`src/rtl/iqs_pkg.sv`:
```
package iqs_pkg;

  // Per-sample configuration, captured at acceptance.
  typedef struct packed {
    logic one_lane;
    logic word12;
    logic keep_low;
    logic lsb_first;
    logic q_first;
    logic level_strobe;
  } iqs_cfg_t;

endpackage

```
`src/rtl/iqs_rst_sync.sv`:
```
module iqs_rst_sync (
  input  logic clk,
  input  logic rst_n,
  output logic rst_sync_n
);

  logic [1:0] sync_q;

  always_ff @(posedge clk or negedge rst_n) begin
    if (!rst_n) begin
      sync_q <= 2'b00;
    end else begin
      sync_q <= {sync_q[0], 1'b1};
    end
  end

  assign rst_sync_n = sync_q[1];

endmodule

```
`src/rtl/iqs_word_prep.sv`:
```
// Truncates and reorders one sample part. The result is left-justified:
// bit SAMPLE_W-1 is the first bit to leave the lane.
module iqs_word_prep #(
  parameter int SAMPLE_W = 16,
  parameter int SHORT_W  = 12
) (
  input  logic [SAMPLE_W-1:0] raw,
  input  logic                word12,
  input  logic                keep_low,
  input  logic                lsb_first,
  output logic [SAMPLE_W-1:0] word
);

  localparam int DROP_W = SAMPLE_W - SHORT_W;

  logic [SAMPLE_W-1:0] trunc;
  logic [SAMPLE_W-1:0] rev;

  always_comb begin
    trunc = raw;
    if (word12) begin
      if (keep_low) begin
        trunc = {raw[SHORT_W-1:0], {DROP_W{1'b0}}};
      end else begin
        trunc = {raw[SAMPLE_W-1:DROP_W], {DROP_W{1'b0}}};
      end
    end
    for (int b = 0; b < SAMPLE_W; b++) begin
      rev[b] = trunc[SAMPLE_W-1-b];
    end
    if (!lsb_first) begin
      word = trunc;
    end else if (word12) begin
      word = rev << DROP_W;
    end else begin
      word = rev;
    end
  end

endmodule

```
`src/rtl/iqs_shift_lane.sv`:
```
module iqs_shift_lane #(
  parameter int LEN = 32
) (
  input  logic           clk,
  input  logic           rst_n,
  input  logic           load,
  input  logic           shift,
  input  logic           clear,
  input  logic [LEN-1:0] load_val,
  output logic           bit_o
);

  logic [LEN-1:0] sr_q;
  logic [LEN-1:0] sr_d;
  logic           sr_en;

  always_comb begin
    sr_d = sr_q;
    if (clear) begin
      sr_d = '0;
    end else if (load) begin
      sr_d = load_val;
    end else if (shift) begin
      sr_d = {sr_q[LEN-2:0], 1'b0};
    end
  end

  assign sr_en = clear | load | shift;

  always_ff @(posedge clk or negedge rst_n) begin
    if (!rst_n) begin
      sr_q <= '0;
    end else if (sr_en) begin
      sr_q <= sr_d;
    end
  end

  assign bit_o = sr_q[LEN-1];


  lane_load_chk: assert property (@(posedge clk) disable iff (!rst_n)
    load && !clear |=> bit_o == $past(load_val[LEN-1]));


  lane_clear_chk: assert property (@(posedge clk) disable iff (!rst_n)
    clear |=> !bit_o);

endmodule

```
`src/rtl/iqs_frame_ctl.sv`:
```
module iqs_frame_ctl
  import iqs_pkg::*;
#(
  parameter int SAMPLE_W = 16,
  parameter int SHORT_W  = 12
) (
  input  logic     clk,
  input  logic     rst_n,
  input  logic     slot_tick,
  input  logic     in_valid,
  input  iqs_cfg_t cfg_in,
  output logic     in_ready,
  output logic     load_o,
  output logic     shift_o,
  output logic     clear_o,
  output logic     active_o,
  output logic     strobe_o,
  output iqs_cfg_t cfg_o
);

  localparam int PER_W = $clog2(2 * SAMPLE_W) + 1;

  logic [PER_W-1:0] cnt_q, cnt_d, cnt_inc;
  logic [PER_W-1:0] word_len, period, last_slot, half_len;
  logic             active_q, active_d;
  logic             strobe_q, strobe_d;
  iqs_cfg_t         cfg_q, cfg_d;
  logic             at_end;
  logic             load, shift, clear;

  // Period geometry of the sample in flight.
  always_comb begin
    word_len  = cfg_q.word12 ? PER_W'(SHORT_W) : PER_W'(SAMPLE_W);
    period    = cfg_q.one_lane ? (word_len << 1) : word_len;
    last_slot = period - PER_W'(1);
    half_len  = period >> 1;
    cnt_inc   = cnt_q + PER_W'(1);
  end

  assign at_end   = active_q && (cnt_q == last_slot);
  assign in_ready = slot_tick && (!active_q || at_end);
  assign load     = in_ready && in_valid;
  assign shift    = slot_tick && active_q && !at_end;
  assign clear    = slot_tick && at_end && !in_valid;

  // Next state
  always_comb begin
    cnt_d    = cnt_q;
    active_d = active_q;
    strobe_d = strobe_q;
    cfg_d    = cfg_q;
    if (load) begin
      cnt_d    = '0;
      active_d = 1'b1;
      strobe_d = 1'b1;
      cfg_d    = cfg_in;
    end else if (shift) begin
      cnt_d    = cnt_inc;
      strobe_d = cfg_q.level_strobe && (cnt_inc < half_len);
    end else if (clear) begin
      cnt_d    = '0;
      active_d = 1'b0;
      strobe_d = 1'b0;
    end
  end

  // State registers, enabled once per slot
  always_ff @(posedge clk or negedge rst_n) begin
    if (!rst_n) begin
      cnt_q    <= '0;
      active_q <= 1'b0;
      strobe_q <= 1'b0;
      cfg_q    <= '0;
    end else if (slot_tick) begin
      cnt_q    <= cnt_d;
      active_q <= active_d;
      strobe_q <= strobe_d;
      cfg_q    <= cfg_d;
    end
  end

  assign load_o   = load;
  assign shift_o  = shift;
  assign clear_o  = clear;
  assign active_o = active_q;
  assign strobe_o = strobe_q;
  assign cfg_o    = cfg_q;


  pulse_once_chk: assert property (@(posedge clk) disable iff (!rst_n)
    active_q && !cfg_q.level_strobe && (cnt_q != '0) |-> !strobe_q);


  level_half_chk: assert property (@(posedge clk) disable iff (!rst_n)
    active_q && cfg_q.level_strobe |-> strobe_q == (cnt_q < half_len));


  slot_range_chk: assert property (@(posedge clk) disable iff (!rst_n)
    active_q |-> cnt_q <= last_slot);


  cfg_hold_chk: assert property (@(posedge clk) disable iff (!rst_n)
    !load |=> $stable(cfg_q));


  no_tick_hold_chk: assert property (@(posedge clk) disable iff (!rst_n)
    !slot_tick |=> $stable(cnt_q) && $stable(strobe_q) && $stable(active_q));

endmodule

```
`src/rtl/iq_serializer.sv`:
```
module iq_serializer
  import iqs_pkg::*;
#(
  parameter int SAMPLE_W = 16,
  parameter int SHORT_W  = 12
) (
  input  logic                clk,
  input  logic                rst_n,
  input  logic                slot_tick,
  input  logic                in_valid,
  output logic                in_ready,
  input  logic [SAMPLE_W-1:0] in_i,
  input  logic [SAMPLE_W-1:0] in_q,
  input  logic                cfg_one_lane,
  input  logic                cfg_word12,
  input  logic                cfg_keep_low,
  input  logic                cfg_lsb_first,
  input  logic                cfg_q_first,
  input  logic                cfg_level_strobe,
  output logic                lane_i,
  output logic                lane_q,
  output logic                strobe_o,
  output logic                bit_clk_en
);

  localparam int DROP_W   = SAMPLE_W - SHORT_W;
  localparam int LANE_LEN = 2 * SAMPLE_W;
  localparam int N_PART   = 2;

  logic                rst_sync_n;
  iqs_cfg_t            cfg_in, cfg_cur;
  logic                load, shift, clear, active;
  logic [SAMPLE_W-1:0] raw_v  [N_PART];
  logic [SAMPLE_W-1:0] word_v [N_PART];
  logic [LANE_LEN-1:0] load_v [N_PART];
  logic                lane_bit [N_PART];
  logic [SAMPLE_W-1:0] first_w, second_w;
  logic                bce_q;

  iqs_rst_sync u_rst_sync (
    .clk        (clk),
    .rst_n      (rst_n),
    .rst_sync_n (rst_sync_n)
  );

  assign cfg_in = '{one_lane:     cfg_one_lane,
                    word12:       cfg_word12,
                    keep_low:     cfg_keep_low,
                    lsb_first:    cfg_lsb_first,
                    q_first:      cfg_q_first,
                    level_strobe: cfg_level_strobe};

  assign raw_v[0] = in_i;
  assign raw_v[1] = in_q;

  iqs_frame_ctl #(
    .SAMPLE_W (SAMPLE_W),
    .SHORT_W  (SHORT_W)
  ) u_frame (
    .clk       (clk),
    .rst_n     (rst_sync_n),
    .slot_tick (slot_tick),
    .in_valid  (in_valid),
    .cfg_in    (cfg_in),
    .in_ready  (in_ready),
    .load_o    (load),
    .shift_o   (shift),
    .clear_o   (clear),
    .active_o  (active),
    .strobe_o  (strobe_o),
    .cfg_o     (cfg_cur)
  );

  generate
    for (genvar g = 0; g < N_PART; g++) begin : g_prep
      iqs_word_prep #(
        .SAMPLE_W (SAMPLE_W),
        .SHORT_W  (SHORT_W)
      ) u_prep (
        .raw       (raw_v[g]),
        .word12    (cfg_in.word12),
        .keep_low  (cfg_in.keep_low),
        .lsb_first (cfg_in.lsb_first),
        .word      (word_v[g])
      );
    end
  endgenerate

  // Lane load images, built from the configuration seen at acceptance.
  always_comb begin
    first_w  = cfg_in.q_first ? word_v[1] : word_v[0];
    second_w = cfg_in.q_first ? word_v[0] : word_v[1];
    if (cfg_in.one_lane) begin
      load_v[1] = '0;
      if (cfg_in.word12) begin
        load_v[0] = {first_w[SAMPLE_W-1 -: SHORT_W],
                     second_w[SAMPLE_W-1 -: SHORT_W],
                     {(2 * DROP_W){1'b0}}};
      end else begin
        load_v[0] = {first_w, second_w};
      end
    end else begin
      load_v[0] = {word_v[0], {SAMPLE_W{1'b0}}};
      load_v[1] = {word_v[1], {SAMPLE_W{1'b0}}};
    end
  end

  generate
    for (genvar g = 0; g < N_PART; g++) begin : g_lane
      iqs_shift_lane #(
        .LEN (LANE_LEN)
      ) u_lane (
        .clk      (clk),
        .rst_n    (rst_sync_n),
        .load     (load),
        .shift    (shift),
        .clear    (clear),
        .load_val (load_v[g]),
        .bit_o    (lane_bit[g])
      );
    end
  endgenerate

  assign lane_i = lane_bit[0];
  assign lane_q = lane_bit[1];

  always_ff @(posedge clk or negedge rst_sync_n) begin
    if (!rst_sync_n) begin
      bce_q <= 1'b0;
    end else begin
      bce_q <= slot_tick;
    end
  end

  assign bit_clk_en = bce_q;


  idle_low_chk: assert property (@(posedge clk) disable iff (!rst_sync_n)
    !active |-> !lane_i && !lane_q && !strobe_o);


  q_quiet_chk: assert property (@(posedge clk) disable iff (!rst_sync_n)
    active && cfg_cur.one_lane |-> !lane_q);


  accept_strobe_chk: assert property (@(posedge clk) disable iff (!rst_sync_n)
    in_valid && in_ready |=> strobe_o && bit_clk_en && active);


  lane_hold_chk: assert property (@(posedge clk) disable iff (!rst_sync_n)
    !bit_clk_en |-> $stable(lane_i) && $stable(lane_q) && $stable(strobe_o));

endmodule

```
`config.mk`:
```
export PLATFORM = sky130hd
export DESIGN_NAME = iq_serializer
export DESIGN_NICKNAME = d
export VERILOG_FILES = /design/src/rtl/iqs_pkg.sv /design/src/rtl/iqs_rst_sync.sv /design/src/rtl/iqs_word_prep.sv /design/src/rtl/iqs_shift_lane.sv /design/src/rtl/iqs_frame_ctl.sv /design/src/rtl/iq_serializer.sv
export SDC_FILE = /design/constraint.sdc
export NUM_CORES = 1
export LEC_CHECK = 0
export ABC_CLOCK_PERIOD_IN_PS = 2380
export BUFFER_PORTS_ARGS = -buffer_cell sky130_fd_sc_hd__buf_4
export CAP_MARGIN = 40
export CORE_ASPECT_RATIO = 2
export CORE_MARGIN = 1.5
export CORE_UTILIZATION = 34
export DETAILED_ROUTE_END_ITERATION = 8
export HOLD_SLACK_MARGIN = 0.06
export SYNTH_ARGS = -nofsm -noshare
export SYNTH_HDL_FRONTEND = slang
export SYNTH_SLANG_ARGS = --single-unit
```
`constraint.sdc`:
```
create_clock -name clk -period 2.38 [get_ports clk]
set_input_delay 0 -clock clk [delete_from_list [all_inputs] [get_ports clk]]
set_output_delay 0 -clock clk [all_outputs]
set_load 0.01 [all_outputs]
```
# Word level (Yosys, flattened, before mapping)
# Cells that the tools add are included.
[classes]
addsub = 2
n_eq_ne = 2
n_mux = 28
n_lt_le_gt_ge = 1
bitwise_logic = 2
n_reduce_logical = 18
[op_table]
columns = ["operator", "n"]
rows = [
  ["32-bit two-way mux", 6],
  ["16-bit two-way mux", 10],
  ["64-bit two-way mux", 1],
  ["6-bit two-way mux", 4],
  ["20-bit two-way mux", 1],
  ["1-bit logical AND", 8],
  ["6-bit by 1-bit adder with 6-bit output, second input constant", 1],
  ["6-bit equality test", 1],
  ["6-bit by 5-bit < comparator with 1-bit output", 1],
  ["2-bit AND reduction", 3],
  ["6-bit by 1-bit subtractor with 6-bit output, second input constant", 1],
  ["1-bit two-way mux", 5],
  ["5-bit two-way mux", 1],
  ["1-bit zero test", 3],
  ["3-bit AND reduction", 1],
  ["3-bit nonzero test", 1],
  ["2-bit by 1-bit != test with 1-bit output, second input constant", 1],
  ["1-bit OR", 2],
  ["2-bit nonzero test", 1],
  ["1-bit logical OR", 1],
]
[word_totals]
wordCells = 63
inputBits = 42
regBits = 78
output_inout_bits = 5

# Logic depth before layout (Yosys ltp)
# Gate-level depths: netlist of the first run.
[logic_depth]
word_depth = 11
ltp_mapped = 9
mapped_depth_nobuf = 7

# Hierarchy
# Synthesis of the first run repeated with hierarchy kept, for this count alone.
[hier_totals]
cells_unflattened = 585
hier_area_um2 = 6294.8
[by_module_without_submodules]
columns = ["mod", "n_inst", "area_each_um2", "seq_area_each_um2", "cells_per_inst"]
rows = [
  ["iqs_shift_lane", 2, 1821.7, 800.8, 142],
  ["iqs_word_prep", 2, 450.4, 0.0, 65],
  ["iq_serializer", 1, 857.1, 25.0, 92],
  ["iqs_frame_ctl", 1, 839.6, 350.3, 76],
  ["iqs_rst_sync", 1, 53.8, 50.0, 3],
]

# Worst setup path before layout of the first run
# OpenSTA, ideal clock, no wires.
[synth_timing]
kind = "register to register"
startpoint = "register u_frame.cfg_q, in the netlist u_frame.cfg_o[4]"
endpoint = "register g_lane[0].u_lane.sr_q[1]"
required_ns = 2.244
arrival_ns = 1.955
synth_period_minus_slack_ns = 2.091
stages_incl_launch_ff = 10
setup_time_ns = 0.136
path_slack_ns = 0.289
path_buffers = 2
path_cell_list = "dfrtp_1 > inv_1 > ha_1 > xor2_2 > xnor2_2 > a31oi_2 > buf_2 > buf_6 > a22oi_1 > o31ai_1"
[synth_via]
elab_chain_cells = 11
elab_cells_between_ends = 18
cone_classes = "1 x add/sub; 1 x eq/ne; 4 x mux; 2 x bitwise; 10 x reduce/logical"
[synth_lines]
columns = ["item", "line", "source"]
rows = [
  ["start, declared", "iqs_frame_ctl.sv:27", "iqs_cfg_t cfg_q, cfg_d;"],
  ["start signal, assigned", "iqs_frame_ctl.sv:78", "cfg_q <= cfg_d;"],
  ["5-bit two-way mux *", "iqs_frame_ctl.sv:33", "word_len = cfg_q.word12 ? PER_W'(SHORT_W) : PER_W'(SAMPLE_W);"],
  ["6-bit two-way mux *", "iqs_frame_ctl.sv:34", "period = cfg_q.one_lane ? (word_len << 1) : word_len;"],
  ["6-bit by 1-bit subtractor with 6-bit output *", "iqs_frame_ctl.sv:35", "last_slot = period - PER_W'(1);"],
  ["6-bit equality test *", "iqs_frame_ctl.sv:40", "assign at_end = active_q && (cnt_q == last_slot);"],
  ["1-bit logical AND *", "iqs_frame_ctl.sv:40", ""],
  ["1-bit logical OR", "iqs_frame_ctl.sv:41", "assign in_ready = slot_tick && (!active_q || at_end);"],
  ["1-bit logical AND", "iqs_frame_ctl.sv:41", ""],
  ["1-bit logical AND", "iqs_frame_ctl.sv:42", "assign load = in_ready && in_valid;"],
  ["1-bit OR (2 in series)", "iqs_shift_lane.sv:28", "assign sr_en = clear | load | shift;"],
  ["2-bit AND reduction (no source line)", "n/a", ""],
  ["end signal, assigned", "iqs_shift_lane.sv:34", "sr_q <= sr_d;"],
  ["end, declared", "iqs_shift_lane.sv:13", "logic [LEN-1:0] sr_q;"],
]
# Every way passes the cells marked *; elsewhere a longest branch is shown, timed or not.
# A chain may end at the register's enable or synchronous reset.

# Final worst setup path of the first run
[layout_timing]
startpoint = "register u_frame.cfg_q, in the netlist u_frame.cfg_o[4]"
endpoint = "output port in_ready"
[layout_via]
elab_chain_cells = 7
[layout_lines]
columns = ["item", "line", "source"]
rows = [
  ["5-bit two-way mux", "iqs_frame_ctl.sv:33", ""],
  ["6-bit two-way mux", "iqs_frame_ctl.sv:34", ""],
  ["6-bit by 1-bit subtractor with 6-bit output", "iqs_frame_ctl.sv:35", ""],
  ["6-bit equality test", "iqs_frame_ctl.sv:40", ""],
  ["1-bit logical AND", "iqs_frame_ctl.sv:40", ""],
  ["1-bit logical OR", "iqs_frame_ctl.sv:41", ""],
  ["1-bit logical AND", "iqs_frame_ctl.sv:41", ""],
  ["end, declared", "iq_serializer.sv:11", "output logic in_ready,"],
]
# No other way between the ends.

==> results of run 1 <==
worst reg2reg max path, delay by kind of cell (launching register included):
family	cells	cell delay [ps]
adders and majority gates	1	350
AOI/OAI and AO/OA	3	520
DFF	1	390
buffers and inverters	3	490
xor gates and xnor gates	2	420
repair_timing:
action,4_1_cts,5_1_grt
pin swaps,0,1
setup buffers,0,1
resized for setup,1,3
hold endpoints to repair,5,0
setup endpoints to repair,2,25
hold buffers,5,0
Yosys cell counts (all sizes together), types with 10 or more instances:
master	number	area share, %
a22oi	21	3.1
a221o	13	2.6
a21oi	19	1.9
mux4	21	9.4
and2	15	1.9
buf	33	4.3
a22o	12	2.1
dfrtp	62	31
inv	16	1.2
clkbuf	13	0.97
nor2	30	2.2
a221oi	18	3.1
o31ai	10	1.6
o21ai	31	3.2
mux2i	33	6.6
nand2	43	3.4
flip-flops by register name, summed over array words and instances, names as in the netlist:
| signal | flops |
|---|---|
| u_frame.strobe_o | 1 |
| g_lane.u_lane.sr_q | 48 |
| u_frame.cfg_o | 3 |
| u_frame.active_o | 1 |
| u_rst_sync.sync_q | 2 |
| bit_clk_en | 1 |
| u_frame.cnt_q | 6 |
through the flow:
stage,setup TNS [ps],utilization [%],setup WS [ps],hold slack (ps)
after detailed placement,0,38.88,26.64,-216.8
after CTS,0,41.19,29.68,81.13
after floorplan,0,-,289.3,-295.6
after global routing,-21.00,41.30,-15.58,108.0
final,0,41.30,91.32,85.95
after global placement,0,38.88,134.6,-216.7
placed cells by master (no fill, tap or decap), types with 8 or more instances in the layout:
cell type / count
inv_1: 15
nor2_1: 29
a22oi_1: 21
a22o_1: 12
nand2_1: 41
clkbuf_16: 9
a221oi_1: 18
o21ai_0: 13
a221o_1: 13
a211oi_1: 9
a21oi_1: 19
mux2i_1: 33
ha_1: 8
nor3_1: 9
a21o_1: 9
dfrtp_1: 61
o21ai_1: 16
mux2_2: 8
o31ai_1: 9
buf_4: 65
and2_1: 14
mux4_2: 21
report_power, final:
part           internal [mW]  switching [mW]  total, mW
registers               1.33           0.239       1.57
clock network          0.819           0.436       1.25
logic                  0.876            1.00       1.88
layer usage:
layer	wire [um]	global-route usage, %
met1	5781	22.57
met2	9248	40.85
met3	447	2.456
met4	1375	17.37
met5	0	0
kinds of logic (layout without fill, tap and decap cells):
kind of cell / count (synthesis) / after routing / share of synthesized area, %
fa+ha+maj: 8 / 8 / 1.990
buf+inv: 63 / 105 / 6.491
other cells: 1 / 1 / 0.07454
xor+xnor: 9 / 9 / 2.015
compound gates: 185 / 185 / 27.93
flops: 62 / 62 / 30.84
simple gates: 130 / 130 / 12.91
mux: 62 / 62 / 17.76
layout make-up:
type	count	share of cell area (%)
multi-input cells	395	53.47
flip-flops and latches	62	26.06
repair buffers	75	10.71
clock buffers	11	4.073
well taps	192	4.031
inverters	17	1.071
clock inverters	2	0.5879
worst paths after layout:
| check | startpoint | to | slack (ps) | cells past startpoint |
|---|---|---|---|---|
| worst max register to register | u_frame.cfg_o[4]$_DFFE_PN0P_ | g_lane[1].u_lane.sr_q[31]$_DFFE_PN0P_ | 100 | 9 |
| worst min-delay path | in_q[0] | g_lane[1].u_lane.sr_q[31]$_DFFE_PN0P_ | 90 | 4 |
| max in group asynchronous | u_rst_sync.sync_q[1]$_DFF_PN0_ | g_lane[0].u_lane.sr_q[22]$_DFFE_PN0P_ | 1350 | 1 |
| worst min register to register | u_rst_sync.sync_q[1]$_DFF_PN0_ | g_lane[0].u_lane.sr_q[28]$_DFFE_PN0P_ | 290 | 0 |
| min in group asynchronous | u_rst_sync.sync_q[1]$_DFF_PN0_ | g_lane[0].u_lane.sr_q[28]$_DFFE_PN0P_ | 290 | 0 |
| worst max-delay path | u_frame.cfg_o[4]$_DFFE_PN0P_ | in_ready | 90 | 8 |
==> impl_metrics.tcl, run 1 <==
set metrics [dict create \
    synth-edff-count 0 \
    slew-limit-headroom_pct 58.54 \
    end_kind "output port" \
    area_growth_pct 18.45 \
    htreeDepth 3 \
    crit_required_ps 2380 \
    cts-buffers-inserted 9 \
    fillers 1475 \
    p_per_area_nw_per_um2 788.7 \
    rsz0062_at_grt "true" \
    clockRootBuffer "clkbuf_16" \
    worstPathArrival_ps 2290 \
    total_power_mw 4.700 \
    grt_max_degree 38 \
    worst-path-max-fanout 7 \
    status "completed" \
    yosysSeqAreaShare_pct 30.84 \
    setup_viol 0 \
    numClockSinks 62 \
    die_w_um 89.02 \
    final_area_um2 5959 \
    drive_gt1_share_pct 23.49 \
    cts_tree "yes" \
    io_pins 47 \
    synthCells 520 \
    clk_latency_ps 320 \
    grt_antenna_before_repair 0 \
    final_nets 610 \
    fmax_ghz 0.4369 \
    num_antenna_cells 0 \
    grt.total_usage_pct 22.64 \
    drcViolationCount 0 \
    worst_pin_slew_ps 621.9 \
    portBuffers 46 \
    finalWirelength_um 16850 \
    design.core.area_um2 14430 \
    routed_via_density 6.107 \
    clock_path_buffers 2 \
    synthesis.nets 570 \
    syn-cell-area_um2 5031 \
    hold_path_class "in2reg" \
    gp_congestion 0.9721 \
    regArea_um2 1553 \
    ys.warnings.count 0 \
    slowest_stage "dfrtp_1" \
    start_util_pct 34.87 \
    cpMostUsedCell "buf_4" \
    gr-total-overflow 0 \
    min_period_ps 2289 \
    die_area_um2 15580 \
    critPathLaunchType "flop" \
    instances_no_fill 754 \
    post-place-cells 735 \
    place_area_um2 5610 \
    synthArstFlopShare_pct 100.0 \
    grt_pass1_vias 4721 \
    slowest_delay_ps 390 \
    drv_slew 0 \
    synth-main-ff-cell "dfrtp_1" \
    rows 62 \
    syn_avg_cell_area_um2 9.675 \
    grt_pass1_wl_um 26420 \
    clkTransAtPathRegs_ps 50 \
    worst-setup-path-type "reg2out" \
    path_cells "inv_1 -> ha_1 -> xor2_2 -> xnor2_2 -> buf_4 -> nand3_2 -> a21oi_1 -> buf_4" \
    ant_nets 0 \
    synth_seq_cells 62 \
    worst-path-buf-inv 3 \
    min_period_over_period_pct 96.16 \
    dpl.hpwl_um 13270 \
    max-vdd-ir-drop_mv 0.2980 \
    multiInputGateArea_um2 3187 \
    drt_iter0_drc 338 \
    skew_ps 4.004 \
    num_vias 4605 \
    wire_per_inst_um 22.35 \
    cap_violations 0 \
    p_leak_nw 2.664 \
    die_h_um 175.0 \
    drt_first_pass_iters 5 \
    cp_top_family "buffers and inverters" \
    synth.distinct_cells 71 \
    hold_viol_final 0 \
]
Note: power is estimated with default switching activity, not from simulation.
==> run 2, diff against run 1 <==
SYNTH_HIERARCHICAL = 1   (was unset)
==> run 2 against run 1 <==
Core utilization up 0.36 points. Non-clock buffer count up 20. Count of clock-buffer cells in the layout up 1.
==> impl_metrics.tcl, run 2 <==
set metrics [dict create \
    syn_avg_cell_area_um2 10.68 \
    area_growth_pct 19.78 \
    status "completed" \
    top_register "g_lane.u_lane/sr_q" \
    fillers 1750 \
    max-vdd-ir-drop_mv 0.3514 \
    numClockSinks 78 \
    clockRootBuffer "clkbuf_16" \
    worstPathArrival_ps 2630 \
    design.core.area_um2 17780 \
    comb_power_share_pct 47.5 \
    total_power_mw 6.941 \
    cp-startpoint "u_frame/cfg_o[4]$_DFFE_PN0P_" \
    p_switching_mw 2.387 \
    critPathLaunchType "flop" \
    p_seq_share_pct 33.9 \
    syn-cell-area_um2 6186 \
    finalWirelength_um 16310 \
    r2r-start "u_frame/cfg_o[4]$_DFFE_PN0P_" \
    gp_congestion 0.9036 \
    layout_commonest_cell "mux2i_1" \
    drcViolationCount 0 \
    drive_gt1_share_pct 31.76 \
    routed_via_density 5.470 \
    clock_path_buffers 2 \
    clkTransAtPathRegs_ps 60 \
    drv_slew 0 \
    final_cell_mix "mux2i_1, dfrtp_1, buf_4" \
    hold_viol_final 0 \
    worst-setup-path-type "reg2reg" \
    synthCells 579 \
    grt_antenna_before_repair 0 \
    utilization_pct 41.66 \
    post-place-cells 842 \
    cts_tree "yes" \
    wire_per_inst_um 18.79 \
    die_h_um 193.8 \
    final_nets 700 \
    ys.warnings.count 6 \
    clk_latency_ps 340 \
    setup_viol 0 \
    num_vias 4748 \
    switching_share_pct 34.39 \
    cap_violations 0 \
    largest_register_ffs 64 \
    grt_max_degree 57 \
    slew-limit-headroom_pct 58.68 \
    gr-total-overflow 0 \
    start_util_pct 34.78 \
    crit_end "g_lane[0].u_lane/sr_q[0]$_DFFE_PN0P_" \
    num_antenna_cells 0 \
    worst-path-max-fanout 24 \
    r2r.worst_path.cells 10 \
    hold_path_class "in2reg" \
    r2r_slack_ps 20 \
    min_period_ps 2362 \
    skew_ps 9.886 \
    rows 69 \
    cts-buffers-inserted 9 \
    end_kind "flop" \
    p_clk_share_pct 18.6 \
    p_leak_nw 3.365 \
    io_pins 47 \
    dpl.hpwl_um 12220 \
    worst_pin_slew_ps 619.8 \
    min_period_over_period_pct 99.26 \
    die_w_um 98.38 \
    ant_nets 0 \
    drt_first_pass_iters 4 \
    grt_pass1_wl_um 25490 \
    crit_required_ps 2640 \
    portBuffers 46 \
    grt.total_usage_pct 16.95 \
    die_area_um2 19060 \
    htreeDepth 3 \
    p_int_mw 4.554 \
    instances_no_fill 868 \
    grt_pass1_vias 4984 \
    fmax_ghz 0.4233 \
    p_per_area_nw_per_um2 936.7 \
    r2r-end "g_lane[0].u_lane/sr_q[0]$_DFFE_PN0P_" \
    drt_iter0_drc 166 \
]
==> run 2: metrics by stage <==
| step | area [um^2] | setup WS (ps) | setup TNS [ps] | hold WS [ps] |
|---|---|---|---|---|
| 2_1_floorplan | 6247 | 46.84 | 0 | -295.6 |
| 3_3_place_gp | 6937 | 44.30 | 0 | -216.6 |
| 3_5_place_dp | 6937 | -7.379 | -7.379 | -216.8 |
| 4_1_cts | 7254 | 10.94 | 0 | 128.3 |
| 5_1_grt | 7410 | -76.32 | -754.1 | 145.6 |
| 6_report | 7410 | 17.57 | 0 | 134.1 |
==> run 2: worst min path at each step <==
stage	endpoint	cells after the start	from
after global placement	u_rst_sync/sync_q[0]$_DFF_PN0_	1	rst_n
after global routing	g_lane[1].u_lane/sr_q[6]$_DFFE_PN0P_	4	in_valid
final	g_lane[1].u_lane/sr_q[14]$_DFFE_PN0P_	4	in_valid
after floorplan	u_rst_sync/sync_q[0]$_DFF_PN0_	0	rst_n
after detailed placement	u_rst_sync/sync_q[0]$_DFF_PN0_	1	rst_n
after CTS	g_lane[1].u_lane/sr_q[6]$_DFFE_PN0P_	4	in_valid
==> run 2: layout make-up <==
class | count | area, um^2 | area share [%]
clock inverter | 4 | 31.28 | 0.4222
sequential | 78 | 1956 | 26.39
multi-input combinational | 453 | 3938 | 53.14
tap | 213 | 266.5 | 3.597
clock buffer | 12 | 246.5 | 3.327
inverter | 13 | 51.30 | 0.6923
timing repair buffer | 95 | 920.9 | 12.43
==> run 2: critical path, cell delays in order (launching register included) <==
cell       delay (ps)
dfrtp_1           390
inv_2              70
ha_2              280
xnor2_1           240
xnor2_1           180
or2_4             190
a21oi_4            60
buf_12            150
clkbuf_16         180
or3b_1            400
a21oi_2           130
==> run 2: repair_timing <==
action / in CTS / in global routing
cloned: 0 / 2
hold buffers: 4 / 0
pin swaps: 0 / 3
resized for setup: 1 / 16
hold endpoints to repair: 5 / 0
endpoints found under the setup margin: 1 / 65
buffers inserted: 0 / 4
==> run 2: per-layer routing <==
layer	vias to the layer above	track usage [%]	wire length, um
met5	-	0	0
met4	0	13.35	1244
met3	58	2.091	328
met2	118	32.12	9276
met1	2321	15.75	5464
li1	2251	-	-
==> run 2: power groups by stage <==
stage / clock network, mW / logic (mW) / registers [mW]
floorplan: 0 / 2.54 / 2.26
global placement: 0 / 3.06 / 2.35
detailed placement: 0 / 3.14 / 2.38
CTS: 1.33 / 3.16 / 2.36
global route: 1.39 / 3.59 / 2.44
finish: 1.29 / 3.29 / 2.35
==> run 3, diff against run 2 <==
RECOVER_POWER = 100   (was unset)
==> run 3 against run 2 <==
The flow now finishes with violations (max-capacitance violations). Power decreased by 0.31%. Die area stayed put. Register-to-register slack hardly changed. Clock skew barely moved. Combinational power about the same. Wire length is essentially flat.
==> impl_metrics.tcl, run 3 (synthesis results as in run 2) <==
set metrics [dict create \
    status "finished with violations" \
    violations "max-capacitance violations" \
    hp-start "in_valid" \
    fmax_ghz 0.4229 \
    clockRootBuffer "clkbuf_16" \
    min_period_ps 2364 \
    cap_violations 1 \
    path_cells "inv_2 -> ha_2 -> xnor2_1 -> xnor2_1 -> or2_4 -> a21oi_4 -> buf_12 -> clkbuf_16 -> or3b_1 -> a21oi_2" \
    htreeDepth 3 \
    num_vias 4752 \
    grt_pass1_wl_um 25490 \
    hold_path_class "in2reg" \
    die_area_um2 19060 \
    rows 69 \
    setup_viol 0 \
    layout_commonest_cell "mux2i_1" \
    drive_gt1_share_pct 30.84 \
    max-vdd-ir-drop_mv 0.3514 \
    gp_congestion 0.9036 \
    worst-path-max-fanout 24 \
    slowest_delay_ps 400 \
    r2r-start "u_frame/cfg_o[4]$_DFFE_PN0P_" \
    num_antenna_cells 0 \
    clkTransAtPathRegs_ps 60 \
    cpMostUsedCell "xnor2_1" \
    use_met3_pct 2.091 \
    die_w_um 98.38 \
    design.core.area_um2 17780 \
    io_pins 47 \
    hold_viol_final 0 \
    final_nets 700 \
    whs_path_depth 4 \
    critPathLaunchType "flop" \
    grt_max_degree 57 \
    slowest_stage "or3b_1" \
    final_cell_mix "mux2i_1, dfrtp_1, nor2b_1" \
    min_period_over_period_pct 99.35 \
    worst_pin_slew_ps 1493 \
    r2r.worst_path.cells 10 \
    drv_slew 0 \
    clk_latency_ps 340 \
    worstPathArrival_ps 2630 \
    min_to "g_lane[1].u_lane/sr_q[14]$_DFFE_PN0P_" \
    clock_path_buffers 2 \
    drt_iter0_drc 164 \
    end_kind "flop" \
    p_per_area_nw_per_um2 937.0 \
    hold_ws_ps 133.8 \
    cts_tree "yes" \
    grtUsageMet2_pct 32.12 \
    busiest_layer "met2" \
    portBuffers 46 \
    ant_nets 0 \
    total_power_mw 6.919 \
    cts-buffers-inserted 9 \
    skew_ps 9.890 \
    numClockSinks 78 \
    drcViolationCount 0 \
    p_leak_nw 3.347 \
    routed_via_density 5.475 \
    use_met1_pct 15.75 \
    gr-total-overflow 0 \
    largest_register_ffs 64 \
    area_growth_pct 19.38 \
    finalWirelength_um 16310 \
    worst-setup-path-type "reg2reg" \
    grt.total_usage_pct 16.95 \
    grt_antenna_before_repair 0 \
    start_util_pct 34.78 \
    r2r-end "g_lane[0].u_lane/sr_q[0]$_DFFE_PN0P_" \
    slew-limit-headroom_pct 0.4646 \
    top_register "g_lane.u_lane/sr_q" \
    wire_per_inst_um 18.79 \
    r2r_slack_ps 20 \
    dpl.hpwl_um 12220 \
    crit_required_ps 2640 \
    die_h_um 193.8 \
    grt_pass1_vias 4984 \
    drt_first_pass_iters 4 \
]
-- run 3: cell count changes in the layout (fill, tap and decap cells not counted), sizes merged --
| cell | delta |
|---|---|
| buf | -7 |
| clkbuf | +7 |
-- run 3: what timing repair did --
action	CTS	global route
endpoints found under the hold margin	5	0
hold buffers	4	0
endpoints found under the setup margin	1	65
setup buffers	0	4
pin swaps	0	3
resized for setup	1	16
gates cloned	0	2
-- run 3: power by group --
| part | internal [mW] | total, mW | switching [mW] |
|---|---|---|---|
| Clock | 0.741 | 1.29 | 0.553 |
| Sequential | 1.94 | 2.35 | 0.410 |
| Combinational | 1.85 | 3.27 | 1.42 |
-- run 3: per-stage QoR --
| step | setup slack (ps) | util (%) | cells | TNS, ps | instance area [um^2] |
|---|---|---|---|---|---|
| 5_1_grt | -76.32 | 41.52 | 868 | -754.0 | 7385 |
| 3_3_place_gp | 44.30 | 39.00 | 842 | 0 | 6937 |
| 6_report | 15.56 | 41.52 | 868 | 0 | 7385 |
| 2_1_floorplan | 46.84 | - | 594 | 0 | 6247 |
| 3_5_place_dp | -7.379 | 39.00 | 842 | -7.379 | 6937 |
| 4_1_cts | 10.94 | 40.79 | 862 | 0 | 7254 |
-- run 3: routing by layer --
metal	part of all wire (%)	vias to the layer above	wire length, um
li1	-	2252	-
met3	2.0	58	334
met4	7.6	0	1244
met2	57	118	9275
met5	0	-	0
met1	33	2324	5456
-- run 3: cell type report --
cell class	instances	area [um^2]
fill	1755	10400
tap	213	266.5
clock buffer	12	246.5
clock inverter	4	31.28
timing repair buffer	95	899.6
sequential	78	1952
multi-input combinational	453	3938
inverter	13	51.30
-- run 3: worst max path at each step --
stage | startpoint | end | slack (ps)
CTS | u_frame/cfg_o[4]$_DFFE_PN0P_ | g_lane[0].u_lane/sr_q[4]$_DFFE_PN0P_ | 10
global route | u_frame/cfg_o[4]$_DFFE_PN0P_ | g_lane[0].u_lane/sr_q[0]$_DFFE_PN0P_ | -80
finish | u_frame/cfg_o[4]$_DFFE_PN0P_ | g_lane[0].u_lane/sr_q[0]$_DFFE_PN0P_ | 20
global placement | u_frame/cfg_o[4]$_DFFE_PN0P_ | g_lane[0].u_lane/sr_q[11]$_DFFE_PN0P_ | 40
detailed placement | u_frame/cfg_o[4]$_DFFE_PN0P_ | g_lane[0].u_lane/sr_q[4]$_DFFE_PN0P_ | -7
floorplan | u_rst_sync/sync_q[1]$_DFF_PN0_ | bit_clk_en$_DFF_PN0_ | 50
-- run 3: worst max-delay path, delay by kind of cell (launching register included) --
kind                     cells  cell delay, ps
AO/OA/AOI/OAI                2             190
XOR/XNOR                     2             420
adder cells (fa/ha/maj)      1             280
buffers and inverters        3             400
flip-flops                   1             390
AND/OR/NAND/NOR              2             590
